[src/rtl/rsc_pkg.sv]
package rsc_pkg;

  typedef enum logic [2:0] {
    ST_IDLE,
    ST_SET,
    ST_SETTLE,
    ST_REQ,
    ST_WAIT,
    ST_PICK,
    ST_APPLY,
    ST_DONE
  } cal_state_t;

  // first index of a circular run given its last index and length
  function automatic int ring_first(int last, int len, int n);
    return (last + n - len + 1) % n;
  endfunction

  // middle of a circular run, rounding toward its first index
  function automatic int ring_centre(int first, int len, int n);
    int half;
    half = (len > 0) ? (len - 1) / 2 : 0;
    return (first + half) % n;
  endfunction

endpackage

[src/rtl/rsc_compare.sv]
module rsc_compare #(
  parameter int PINS  = 8,
  parameter int BEATS = 8
) (
  input  logic [PINS*BEATS-1:0] rd_data,
  input  logic [PINS*BEATS-1:0] exp_data,
  output logic [PINS-1:0]       pin_ok
);

  genvar p;
  generate
    for (p = 0; p < PINS; p++) begin : g_lane
      assign pin_ok[p] = (rd_data[p*BEATS +: BEATS] == exp_data[p*BEATS +: BEATS]);
    end
  endgenerate

endmodule

[src/rtl/rsc_passmap.sv]
module rsc_passmap #(
  parameter int PHASES = 24,
  parameter int PINS   = 8,
  localparam int PH_W  = $clog2(PHASES)
) (
  input  logic              clk,
  input  logic              rst_n,
  input  logic              clear,
  input  logic              wr_en,
  input  logic [PH_W-1:0]   wr_idx,
  input  logic [PINS-1:0]   pin_ok,
  output logic [PHASES-1:0] phase_pass
);

  genvar i;
  generate
    for (i = 0; i < PHASES; i++) begin : g_row
      logic [PINS-1:0] row_q;
      always_ff @(posedge clk or negedge rst_n) begin
        if (!rst_n) begin
          row_q <= '0;
        end else if (clear) begin
          row_q <= '0;
        end else if (wr_en && (wr_idx == PH_W'(i))) begin
          row_q <= pin_ok;
        end
      end
      assign phase_pass[i] = &row_q;
    end
  endgenerate

endmodule

[src/rtl/rsc_window.sv]
module rsc_window
  import rsc_pkg::*;
#(
  parameter int PHASES = 24,
  localparam int PH_W  = $clog2(PHASES),
  localparam int LEN_W = $clog2(PHASES + 1)
) (
  input  logic [PHASES-1:0] phase_pass,
  output logic              found,
  output logic [PH_W-1:0]   centre
);

  logic [LEN_W-1:0] run_len;
  logic [LEN_W-1:0] best_len;
  logic [PH_W-1:0]  best_end;
  logic [PH_W-1:0]  win_first;

  // two laps around the ring so a run crossing the top index is seen whole;
  // strict comparison keeps the earliest-ending run on ties
  always_comb begin
    run_len  = '0;
    best_len = '0;
    best_end = '0;
    for (int k = 0; k < 2 * PHASES; k++) begin
      if (phase_pass[k % PHASES]) begin
        if (run_len != LEN_W'(PHASES)) run_len = run_len + 1'b1;
      end else begin
        run_len = '0;
      end
      if (run_len > best_len) begin
        best_len = run_len;
        best_end = PH_W'(k % PHASES);
      end
    end
  end

  assign found     = (best_len != '0);
  assign win_first = PH_W'(ring_first(int'(best_end), int'(best_len), PHASES));
  assign centre    = PH_W'(ring_centre(int'(win_first), int'(best_len), PHASES));

endmodule

[src/rtl/rsc_seq.sv]
module rsc_seq
  import rsc_pkg::*;
#(
  parameter int PHASES     = 24,
  parameter int SETTLE_CYC = 4,
  localparam int PH_W      = $clog2(PHASES),
  localparam int CNT_W     = $clog2(SETTLE_CYC + 1)
) (
  input  logic            clk,
  input  logic            rst_n,
  input  logic            start,
  input  logic            phase_ack,
  input  logic            rd_valid,
  input  logic            found,
  input  logic [PH_W-1:0] centre,
  output logic            phase_req,
  output logic [PH_W-1:0] phase_sel,
  output logic            rd_req,
  output logic            busy,
  output logic            done,
  output logic            error,
  output logic            map_clear,
  output logic            map_wr,
  output logic [PH_W-1:0] map_idx,
  output logic            ev_ack,
  output logic            ev_record,
  output logic            sweep_active
);

  cal_state_t       state_q;
  logic [PH_W-1:0]  idx_q;
  logic [PH_W-1:0]  sel_q;
  logic [CNT_W-1:0] cnt_q;
  logic             done_q;
  logic             err_q;
  logic             start_ok;
  logic             last_phase;
  logic             settle_end;

  assign phase_req    = (state_q == ST_SET) || (state_q == ST_APPLY);
  assign rd_req       = (state_q == ST_REQ);
  assign busy         = (state_q != ST_IDLE) && (state_q != ST_DONE);
  assign sweep_active = (state_q == ST_SET) || (state_q == ST_SETTLE) ||
                        (state_q == ST_REQ) || (state_q == ST_WAIT);
  assign start_ok     = start && !busy;
  assign ev_ack       = phase_req && phase_ack;
  assign ev_record    = (state_q == ST_WAIT) && rd_valid;
  assign last_phase   = (idx_q == PH_W'(PHASES - 1));
  assign settle_end   = (cnt_q == CNT_W'(SETTLE_CYC - 1));

  assign phase_sel = sel_q;
  assign done      = done_q;
  assign error     = err_q;
  assign map_clear = start_ok;
  assign map_wr    = ev_record;
  assign map_idx   = idx_q;

  always_ff @(posedge clk or negedge rst_n) begin
    if (!rst_n) begin
      state_q <= ST_IDLE;
      idx_q   <= '0;
      sel_q   <= '0;
      cnt_q   <= '0;
      done_q  <= 1'b0;
      err_q   <= 1'b0;
    end else begin
      unique case (state_q)
        ST_IDLE, ST_DONE: begin
          if (start_ok) begin
            idx_q   <= '0;
            sel_q   <= '0;
            done_q  <= 1'b0;
            err_q   <= 1'b0;
            state_q <= ST_SET;
          end
        end
        ST_SET: begin
          if (phase_ack) begin
            cnt_q   <= '0;
            state_q <= ST_SETTLE;
          end
        end
        ST_SETTLE: begin
          if (settle_end) state_q <= ST_REQ;
          else            cnt_q   <= cnt_q + 1'b1;
        end
        ST_REQ: state_q <= ST_WAIT;
        ST_WAIT: begin
          if (rd_valid) begin
            if (last_phase) begin
              state_q <= ST_PICK;
            end else begin
              idx_q   <= idx_q + 1'b1;
              sel_q   <= idx_q + 1'b1;
              state_q <= ST_SET;
            end
          end
        end
        ST_PICK: begin
          sel_q   <= found ? centre : '0;
          state_q <= ST_APPLY;
        end
        ST_APPLY: begin
          if (phase_ack) begin
            done_q  <= 1'b1;
            err_q   <= !found;
            state_q <= ST_DONE;
          end
        end
        default: state_q <= ST_IDLE;
      endcase
    end
  end

endmodule

[src/rtl/phase_cal_sweeper.sv]
module phase_cal_sweeper #(
  parameter int PHASES     = 24,
  parameter int PINS       = 8,
  parameter int BEATS      = 8,
  parameter int SETTLE_CYC = 4,
  localparam int PH_W      = $clog2(PHASES),
  localparam int DW        = PINS * BEATS
) (
  input  logic            clk,
  input  logic            rst_n,
  input  logic            cal_start,
  output logic            phase_req,
  output logic [PH_W-1:0] phase_sel,
  input  logic            phase_ack,
  output logic            rd_req,
  input  logic            rd_valid,
  input  logic [DW-1:0]   rd_data,
  input  logic [DW-1:0]   exp_pattern,
  output logic            busy,
  output logic            cal_done,
  output logic            cal_error
);

  logic [PINS-1:0]   pin_ok;
  logic [PHASES-1:0] phase_pass;
  logic              win_found;
  logic [PH_W-1:0]   win_centre;
  logic              map_clear;
  logic              map_wr;
  logic [PH_W-1:0]   map_idx;
  logic              ev_ack;
  logic              ev_record;
  logic              sweep_active;

  rsc_compare #(.PINS(PINS), .BEATS(BEATS)) u_cmp (
    .rd_data  (rd_data),
    .exp_data (exp_pattern),
    .pin_ok   (pin_ok)
  );

  rsc_passmap #(.PHASES(PHASES), .PINS(PINS)) u_map (
    .clk        (clk),
    .rst_n      (rst_n),
    .clear      (map_clear),
    .wr_en      (map_wr),
    .wr_idx     (map_idx),
    .pin_ok     (pin_ok),
    .phase_pass (phase_pass)
  );

  rsc_window #(.PHASES(PHASES)) u_win (
    .phase_pass (phase_pass),
    .found      (win_found),
    .centre     (win_centre)
  );

  rsc_seq #(.PHASES(PHASES), .SETTLE_CYC(SETTLE_CYC)) u_seq (
    .clk          (clk),
    .rst_n        (rst_n),
    .start        (cal_start),
    .phase_ack    (phase_ack),
    .rd_valid     (rd_valid),
    .found        (win_found),
    .centre       (win_centre),
    .phase_req    (phase_req),
    .phase_sel    (phase_sel),
    .rd_req       (rd_req),
    .busy         (busy),
    .done         (cal_done),
    .error        (cal_error),
    .map_clear    (map_clear),
    .map_wr       (map_wr),
    .map_idx      (map_idx),
    .ev_ack       (ev_ack),
    .ev_record    (ev_record),
    .sweep_active (sweep_active)
  );

endmodule

[config.mk]
export PLATFORM = sky130hd
export DESIGN_NAME = phase_cal_sweeper
export DESIGN_NICKNAME = d
export VERILOG_FILES = /design/src/rtl/rsc_pkg.sv /design/src/rtl/rsc_compare.sv /design/src/rtl/rsc_passmap.sv /design/src/rtl/rsc_window.sv /design/src/rtl/rsc_seq.sv /design/src/rtl/phase_cal_sweeper.sv
export SDC_FILE = /design/constraint.sdc
export NUM_CORES = 2
export LEC_CHECK = 0
export BUFFER_PORTS_ARGS = -buffer_cell sky130_fd_sc_hd__buf_2
export CAP_MARGIN = 20
export CORE_AREA = 2 2 386 197
export DETAILED_ROUTE_END_ITERATION = 10
export DIE_AREA = 0 0 388 199
export GPL_TIMING_DRIVEN = 0
export HOLD_SLACK_MARGIN = 0.12
export PLACE_DENSITY = 0.7
export SYNTH_ARGS = -nofsm -noshare
export SYNTH_HDL_FRONTEND = slang
export SYNTH_SLANG_ARGS = --single-unit
export TNS_END_PERCENT = 100
[constraint.sdc]
create_clock -name clk -period 224.1 [get_ports clk]
set_clock_uncertainty 0.15 [all_clocks]
set_input_delay 33.615 -clock clk [delete_from_list [all_inputs] [get_ports clk]]
set_output_delay 33.615 -clock clk [all_outputs]
set_load 0.02 [all_outputs]
==> results.yml <==
sta:
  finalMaxSlewViolations: 0
  finalHoldViolCount: 0
  rsz0062_at_grt: "no"
  max_clock_freq_mhz: 10.97
  finalWorstSetupSlack_ns: 132.95
  relSlewSlack_pct: 12.38
  period_needed_ns: 91.15
  worst_pin_slew_ns: 1.309
  setup-violations-final: 0
  period_share_pct: 40.67
  setup_tns_ns: 0
worst_setup_path:
  crit_family: "compound AO/OA/AOI/OAI gates"
  cpMostUsedCell: "o21a_1"
  crit_start: "u_map.g_row[1].row_q[7]"
  r2r-start: "u_map.g_row[1].row_q[7]"
  reg2reg_to: "u_seq.phase_sel[3]"
  path_class: "flip-flop to flip-flop"
  cp_data_required_time_ns: 224.35
  setup.worst_path.end_class: "flip-flop"
  cp_slowest_cell: "a31oi_1"
  crit_path_max_fanout: 11
  cp_num_buf_inv: 35
  critPathLaunchType: "flip-flop"
  regToRegSetupSlack_ns: 132.95
  arrival_ns: 91.40
  worst_path_largest_cell_delay_ns: 0.75
  reg2regPathDepth: 434
global_route:
  grt_pass1_vias: 30801
  antenna_found_initial: 1
  grt_pass1_wl_mm: 171.0
  gr-usage-all-layers_pct: 27.28
  grt_max_degree: 117
  grt_overflow_total: 0
cts:
  clkSinkCount: 210
  cts-resized-gates: 0
  insertion_delay_ns: 0.53
  cts_setup_buffers: 0
  clockBufferDepth: 3
  ctsRootBufferMaster: "clkbuf_16"
  cts_tree: "done"
  ctsHoldBuffers: 0
  cts.htree.levels: 1
  cts.reportedPaths.clkPinSlew_ns: 0.07
  cts_made_buffers: 22
cells_and_area:
  final_cell_mix: "o21ai_0 (378), ha_1 (348), nand2_1 (344)"
  fin_nets: 5035
  num-fill-cells: 7328
  drive_above_1_share_pct: 11.76
  postLayoutCellArea_sq_um: 35810
  final_common_cell: "o21ai_0"
  antennaDiodeCount: 0
  area_growth_pct: 8.549
  final_util_pct: 48.33
logic_synthesis:
  synth-simple-area-share_pct: 27.76
  synth_top_flop_cell: "dfrtp_1"
  syn-mean-instance-area_sq_um: 7.537
  synth_xor_area_share_pct: 6.088
  synth_cell_type_count: 144
  synth-edff-count: 0
  yosysSeqAreaShare_pct: 15.93
  syn_inst: 4377
  ys_warn_count: 0
  ys_ff_latch: 210
  synthAdderAreaFrac_pct: 13.32
  muxShareOfSynthArea_pct: 7.165
  netlist_area_sq_um: 32990
  synth_top_family_by_area: "simple AND/OR/NAND/NOR gates"
  async_flop_share_pct: 100.0
  synth_compound_area_share_pct: 24.26
die:
  rows: 71
  die_area_sq_um: 77210
  die_h_um: 199
  dieWidth_um: 388
  start_util_pct: 44.52
  core_sq_um: 74090
  io_pins: 143
placement:
  placed_cell_area_sq_um: 34990
  gp_congestion: 1.037
  portBuffers: 142
  dpl.hpwl_mm: 89.36
  pre_cts_ws_ns: 135.01
worst_hold_path:
  hold_end: "u_map.g_row[15].row_q[4]"
  hold_depth: 2
  hp-class: "flip-flop to flip-flop"
  min_from: "u_map.g_row[15].row_q[4]"
drt:
  drcViolationCount: 0
  first_iter_violations: 4296
  drt_wl_total_mm: 109.4
  drt_pre_antenna_iters: 6
  vias: 34899
  antenna_left: 0
  wl_per_cell_um: 19.70
  vias_per_cell: 6.285
status:
  status: "complete, no violations"
job:
  maxCapViolations: 0
==> worst register-to-register path: cells and delay by family, from the launching register on <==
| kind | cells | cell delay (ns) |
|---|---|---|
| compound gates | 209 | 38.04 |
| simple gates | 107 | 17.12 |
| fa+ha+maj | 51 | 15.43 |
| mux | 31 | 11.14 |
| buf+inv | 35 | 8.59 |
| flops | 1 | 0.40 |
| xor+xnor | 1 | 0.20 |
==> cell families (layout without fill, tap and decap cells) <==
family | count (synthesis) | count (layout)
and+or+nand+nor | 1744 | 1744
AOI/OAI and AO/OA | 1184 | 1184
buffers and inverters | 448 | 633
adders and majority gates | 350 | 350
xor gates and xnor gates | 225 | 225
muxes | 214 | 214
DFF | 210 | 210
other | 2 | 8
==> worst max path at each step <==
stage,end,slack (ns),depth (start not counted)
floorplan,u_seq.phase_sel[3],147.66,430
global placement,u_seq.phase_sel[3],135.98,431
detailed placement,u_seq.phase_sel[3],135.01,432
CTS,u_seq.phase_sel[3],134.61,434
global route,u_seq.phase_sel[3],125.77,440
finish,u_seq.phase_sel[3],132.95,434
==> flip-flops by register name, summed over array words and instances, names as in the netlist <==
name	cells
u_seq.state_q	3
u_seq.error	1
u_seq.cnt_q	3
u_seq.phase_sel	5
u_seq.map_idx	5
u_map.g_row.row_q	192
u_seq.done	1
==> synthesized netlist by cell type, drive strengths merged, types with 22 or more instances <==
cell type	number	share of area (%)
ha	348	13
nand2	347	4.0
a211oi	48	1.4
xor2	121	3.3
o21ai	416	6.4
or4	26	0.64
nand4	108	2.0
and3	72	1.4
a31oi	36	0.72
o21a	95	2.2
nand3	319	4.9
a21oi	229	3.6
xnor2	104	2.8
nor3	107	1.9
nor2	334	3.8
and2	66	1.3
or2	51	0.97
o211ai	43	1.0
nor2b	53	1.0
and4	29	0.77
buf	70	1.1
nand2b	79	1.5
o31ai	22	0.60
clkbuf	130	1.5
nor4	50	1.1
or3	46	0.90
mux2	93	3.2
mux2i	121	4.0
inv	243	2.8
a21o	38	0.86
dfrtp	210	16
==> layout make-up <==
class                           instances  area (sq um)  share of cell area [%]
Buffer                                200         868.3                   2.425
Clock buffer                           26         585.6                   1.635
Clock inverter                         14         212.7                  0.5940
Inverter                              248         930.9                   2.600
Multi-Input combinational cell       3725         25960                   72.49
Sequential cell                       210          5255                   14.68
Tap cell                              985          1232                   3.442
Timing Repair Buffer                  145         767.0                   2.142
==> layer usage <==
| layer | vias to the layer above | GRT usage, % | share of wire [%] | routed length (um) |
|---|---|---|---|---|
| met5 | - | 1.254 | 0.12 | 131 |
| met4 | 2 | 3.070 | 0.89 | 973 |
| met3 | 76 | 8.224 | 14 | 15480 |
| met2 | 1843 | 33.33 | 34 | 37620 |
| met1 | 16483 | 45.10 | 50 | 55170 |
| li1 | 16495 | - | - | - |
==> per-stage QoR <==
step | hold WS (ns) | cells
CTS | 0.3391 | 5551
detailed placement | 0.3233 | 5511
global placement | 0.3162 | 5510
floorplan | 0.2995 | 4383
finish | 0.3330 | 5553
global route | 0.3683 | 5553
Power is not shown: default switching activity piles up to over one toggle a cycle in this logic, so the estimate is an artifact.
